--- config.mk ---
export PLATFORM = sky130hd
export DESIGN_NAME = pwr_write_guard
export DESIGN_NICKNAME = d
export VERILOG_FILES = /design/src/rtl/guard_pkg.sv /design/src/rtl/por_holdoff.sv /design/src/rtl/strobe_filter.sv /design/src/rtl/pwr_write_guard.sv
export SDC_FILE = /design/constraint.sdc
export NUM_CORES = 1
export LEC_CHECK = 0
export ABC_AREA = 1
export BUFFER_PORTS_ARGS = -buffer_cell sky130_fd_sc_hd__buf_2
export CORE_ASPECT_RATIO = 1.25
export CORE_MARGIN = 2
export CORE_UTILIZATION = 50
export CTS_CLUSTER_DIAMETER = 80
export DETAILED_ROUTE_END_ITERATION = 8
export PLACE_DENSITY_LB_ADDON = 0.3
export SETUP_SLACK_MARGIN = 0.5
export SLEW_MARGIN = 25
export SYNTH_ARGS = -nofsm -noshare
export SYNTH_HDL_FRONTEND = slang
export SYNTH_SLANG_ARGS = --single-unit
--- constraint.sdc ---
create_clock -name clk -period 1.8 [get_ports clk]
set_clock_uncertainty 0.05 [all_clocks]
set_input_delay 0.18 -clock clk [delete_from_list [all_inputs] [get_ports clk]]
set_output_delay 0.18 -clock clk [all_outputs]
set_load 0.05 [all_outputs]
--- src/rtl/guard_pkg.sv ---
package guard_pkg;
  // Active-low strobe levels sampled each clock
  typedef struct packed {
    logic cs_n;
    logic oe_n;
    logic we_n;
  } strobe_lv_t;

  function automatic logic strobe_low(strobe_lv_t s);
    return !s.cs_n && !s.we_n;
  endfunction
endpackage

--- src/rtl/por_holdoff.sv ---
module por_holdoff #(
  parameter int HOLD_CYC = 1_000_000
) (
  input  logic clk,
  input  logic rst_n,
  input  logic supply_ok,
  output logic ready
);
  localparam int CW = $clog2(HOLD_CYC + 1);
  localparam logic [CW-1:0] LIMIT = CW'(HOLD_CYC);

  logic [CW-1:0] cnt;

  always_ff @(posedge clk or negedge rst_n) begin
    if (!rst_n)              cnt <= '0;
    else if (!supply_ok)     cnt <= '0;
    else if (cnt != LIMIT)   cnt <= cnt + 1'b1;
  end

  assign ready = (cnt == LIMIT);
endmodule

--- src/rtl/strobe_filter.sv ---
module strobe_filter #(
  parameter int FILT_CYC = 3
) (
  input  logic clk,
  input  logic rst_n,
  input  logic qual,
  output logic start
);
  localparam int WW = $clog2(FILT_CYC + 1);
  localparam logic [WW-1:0] FULL = WW'(FILT_CYC);
  localparam logic [WW-1:0] LAST = WW'(FILT_CYC - 1);

  logic [WW-1:0] run;

  always_ff @(posedge clk or negedge rst_n) begin
    if (!rst_n) begin
      run   <= '0;
      start <= 1'b0;
    end else if (qual) begin
      start <= (run == LAST);
      if (run != FULL) run <= run + 1'b1;
    end else begin
      run   <= '0;
      start <= 1'b0;
    end
  end
endmodule

--- src/rtl/pwr_write_guard.sv ---
module pwr_write_guard #(
  parameter int HOLD_CYC = 1_000_000,
  parameter int FILT_CYC = 3
) (
  input  logic clk,
  input  logic rst_n,
  input  logic supply_ok,
  input  logic cs_n,
  input  logic oe_n,
  input  logic we_n,
  output logic wr_start,
  output logic inhibit
);
  import guard_pkg::*;

  logic       hold_done;
  logic       armed;
  logic       qual;
  strobe_lv_t lv;

  assign lv = '{cs_n: cs_n, oe_n: oe_n, we_n: we_n};

  por_holdoff #(.HOLD_CYC(HOLD_CYC)) u_hold (
    .clk(clk), .rst_n(rst_n), .supply_ok(supply_ok), .ready(hold_done)
  );

  assign armed   = supply_ok && hold_done;
  assign qual    = armed && lv.oe_n && strobe_low(lv);
  assign inhibit = !armed || !lv.oe_n;

  strobe_filter #(.FILT_CYC(FILT_CYC)) u_filt (
    .clk(clk), .rst_n(rst_n), .qual(qual), .start(wr_start)
  );
endmodule

==> results.sh <==
export IMPL_cp_arrival_ps=1640
export IMPL_grt_pass1_vias=1392
export IMPL_slowest_stage="dfrtp_1"
export IMPL_netlist_area_sq_mm=0.00143
export IMPL_synth_adder_area_share=0.0350
export IMPL_num_nets_final=233
export IMPL_cp_required_ps=1570
export IMPL_rrSetupSlack_ps=150
export IMPL_diodes=0
export IMPL_dp_cells=234
export IMPL_synth_edf_count=0
export IMPL_rows=21
export IMPL_clk_path_buf_depth=2
export IMPL_htreeDepth=1
export IMPL_drc=0
export IMPL_clk_latency_ps=320
export IMPL_crit_type="reg2out"
export IMPL_synth_compound_area_share=0.0612
export IMPL_pwr_density_cell_mw_per_mm2=466
export IMPL_drt_initial_drc_count=47
export IMPL_worstSetupEndpointType="output port"
export IMPL_switchingPower_mw=0.215
export IMPL_final_cell_area_sq_mm=0.00183
export IMPL_grt_first_pass_wirelength_mm=5.96
export IMPL_dp_hpwl_mm=2.33
export IMPL_first_pass_iters=4
export IMPL_drv_slew=0
export IMPL_syn_nets=204
export IMPL_vias_per_cell=5.34
export IMPL_pre_cts_slack_ps=191
export IMPL_synth_xor_area_share=0.0184
export IMPL_syn_area_per_cell_sq_um=7.38
export IMPL_min_period_over_period=1.04
export IMPL_period_minus_slack_ps=1870
export IMPL_synth_ff_type="dfrtp_1"
export IMPL_ios=8
export IMPL_ys_seq_area_frac=0.402
export IMPL_p_int_mw=0.638
export IMPL_io_buffer_count=7
export IMPL_cts_tree="yes"
export IMPL_fp_dieW_microns=51.9
export IMPL_place_gp_congestion=0.869
export IMPL_cts_sinks=23
export IMPL_dpl_cell_area_sq_mm=0.00151
export IMPL_p_leak_nw=0.774
export IMPL_design_core_area_sq_mm=0.00271
export IMPL_final_cells=256
export IMPL_yosys_register_bits=23
export IMPL_synthMuxAreaShare=0
export IMPL_fmax_mhz=536
export IMPL_drt_total_wl_mm=3.52
export IMPL_maxCapViolCount=0
export IMPL_crit_chain="inv_2 > ha_2 > nand2_2 > nor2_4 > nand3_4 > nor2_4 > nand3_4 > buf_8"
export IMPL_peakVddDrop_uv=637
export IMPL_area_growth_pct=28.0
export IMPL_status="complete, but fails checks"
export IMPL_tightestPinTransition_ps=530
export IMPL_clk_pin_slew_ps=130
export IMPL_min_path_type="in2reg"
export IMPL_combPwrFrac=0.095
export IMPL_grt_use_total=0.236
export IMPL_slew_headroom=0.647
export IMPL_violations="negative setup slack"
export IMPL_ys_warn_count=0
export IMPL_hold_viol_final=0
export IMPL_cts_buffers=3
export IMPL_grt_overflow=0
export IMPL_synth_top_family_by_area="simple AND/OR/NAND/NOR gates"
export IMPL_fp_dieH_microns=63.8
export IMPL_seqPwrFrac=0.618
export IMPL_switching_share=0.252
export IMPL_setup_slack_ps=-66.1
export IMPL_dieArea_sq_mm=0.00331
export IMPL_start_util=0.529
export IMPL_fin_util=0.677
export IMPL_ys_types=23
export IMPL_vias=1367
export IMPL_critPathLaunchType="flip-flop"
export IMPL_drive_gt1_frac=0.360
export IMPL_synth_simple_area_share=0.413
export IMPL_setup_viol=1
export IMPL_critPathMaxFanout=2
export IMPL_grt_max_degree=24
export IMPL_cts_root_buf="clkbuf_4"
export IMPL_clkPwrFrac=0.286
export IMPL_wl_per_cell_microns=13.8
export IMPL_rsz0062_at_grt="true"
export IMPL_critPathMaxStageDelay_ps=430
export IMPL_synthArstFlopShare=1.00
export IMPL_synthCells=194
export IMPL_ant_nets=0
export IMPL_antenna_found_initial=0
sequential cells by signal, indices dropped and copies added, names as in the netlist:
signal and flops:
u_filt.run 2, u_filt.start 1, u_hold.cnt 20
kinds of logic (layout without fill, tap and decap cells):
kind of cell,Yosys count,in the layout
AND/OR/NAND/NOR,121,121
buffers and inverters,26,54
flip-flops,23,23
AO/OA/AOI/OAI,17,17
adder cells (fa/ha/maj),4,4
XOR/XNOR,3,3
final timing paths:
path                                                 start                          to  depth (start not counted)
min in group asynchronous                            rst_n  u_hold.cnt[12]$_DFFE_PN0P_                          2
worst min-delay path                                  cs_n   u_filt.run[0]$_DFFE_PN0P_                          4
max in group asynchronous                            rst_n   u_hold.cnt[8]$_DFFE_PN0P_                          2
worst min register to register  u_hold.cnt[17]$_DFFE_PN0P_  u_hold.cnt[17]$_DFFE_PN0P_                          3
worst max register to register   u_hold.cnt[0]$_DFFE_PN0P_  u_hold.cnt[12]$_DFFE_PN0P_                         12
worst max-delay path             u_hold.cnt[0]$_DFFE_PN0P_                     inhibit                          8
critical path, delay by kind of cell, from the launching register on:
kind / cells / cell delay [ps]
simple gates: 5 / 480
flops: 1 / 430
buf+inv: 2 / 230
fa+ha+maj: 1 / 170
cells in the mapped netlist, types with 4 or more instances:
| cell type | number | share of area |
|---|---|---|
| a21oi_1 | 8 | 0.028 |
| inv_1 | 22 | 0.058 |
| nor3_1 | 6 | 0.021 |
| dfrtp_1 | 23 | 0.40 |
| ha_1 | 4 | 0.035 |
| nand3_2 | 4 | 0.028 |
| nand3_1 | 11 | 0.038 |
| nor2_4 | 4 | 0.031 |
| nor2_1 | 44 | 0.12 |
| o21ai_0 | 7 | 0.024 |
| nand2_1 | 39 | 0.10 |
power groups by stage:
stage	clock (mW)	combinational, mW	sequential, mW
2_1_floorplan	0	0.0268	0.538
3_3_place_gp	0	0.0479	0.538
3_5_place_dp	0	0.0502	0.539
4_1_cts	0.250	0.0737	0.526
5_1_grt	0.276	0.0917	0.529
6_report	0.244	0.0814	0.528
repair_timing:
item                       in CTS  in global routing
hold endpoints to repair       23                  0
gates resized for setup        24                 20
hold buffers                    1                  0
pin swaps                       6                 10
buffers inserted               12                  5
setup endpoints to repair      18                 23
placed cells by master, fill, tap and decap left out, types with 5 or more instances in the layout:
master	instances
nor2_4	8
o21ai_0	7
a21oi_1	6
nor3_1	5
inv_2	8
nand2_2	9
nand3_1	7
nand3_2	6
nand2_1	33
nor2_1	36
nor2_2	7
buf_4	12
buf_2	6
dfrtp_1	20
inv_1	17
metrics by stage:
step           hold WS (ps)  power, mW  setup TNS [ps]
2_1_floorplan          -166      0.565               0
3_3_place_gp            128      0.586               0
3_5_place_dp            131      0.589               0
4_1_cts                90.6      0.850           -24.0
5_1_grt                79.8      0.896            -150
6_report               82.9      0.853           -66.1
final cells by class:
type	instances	area (sq um)
clock buffers	3	22.5
clock inverters	1	5.00
fillers	193	875
inverters	25	93.8
multi-input cells	145	878
flip-flops and latches	23	579
well taps	34	42.5
repair buffers	25	210
per-layer routing:
layer  track usage  vias to the layer above  wire length, microns
met4         0.125                        0                   167
met2         0.415                       39                  1840
met3        0.0327                       18                   113
li1              -                      671                     -
met1         0.268                      639                  1400
met5             0                        -                     0
(Power assumes the default switching activity.)
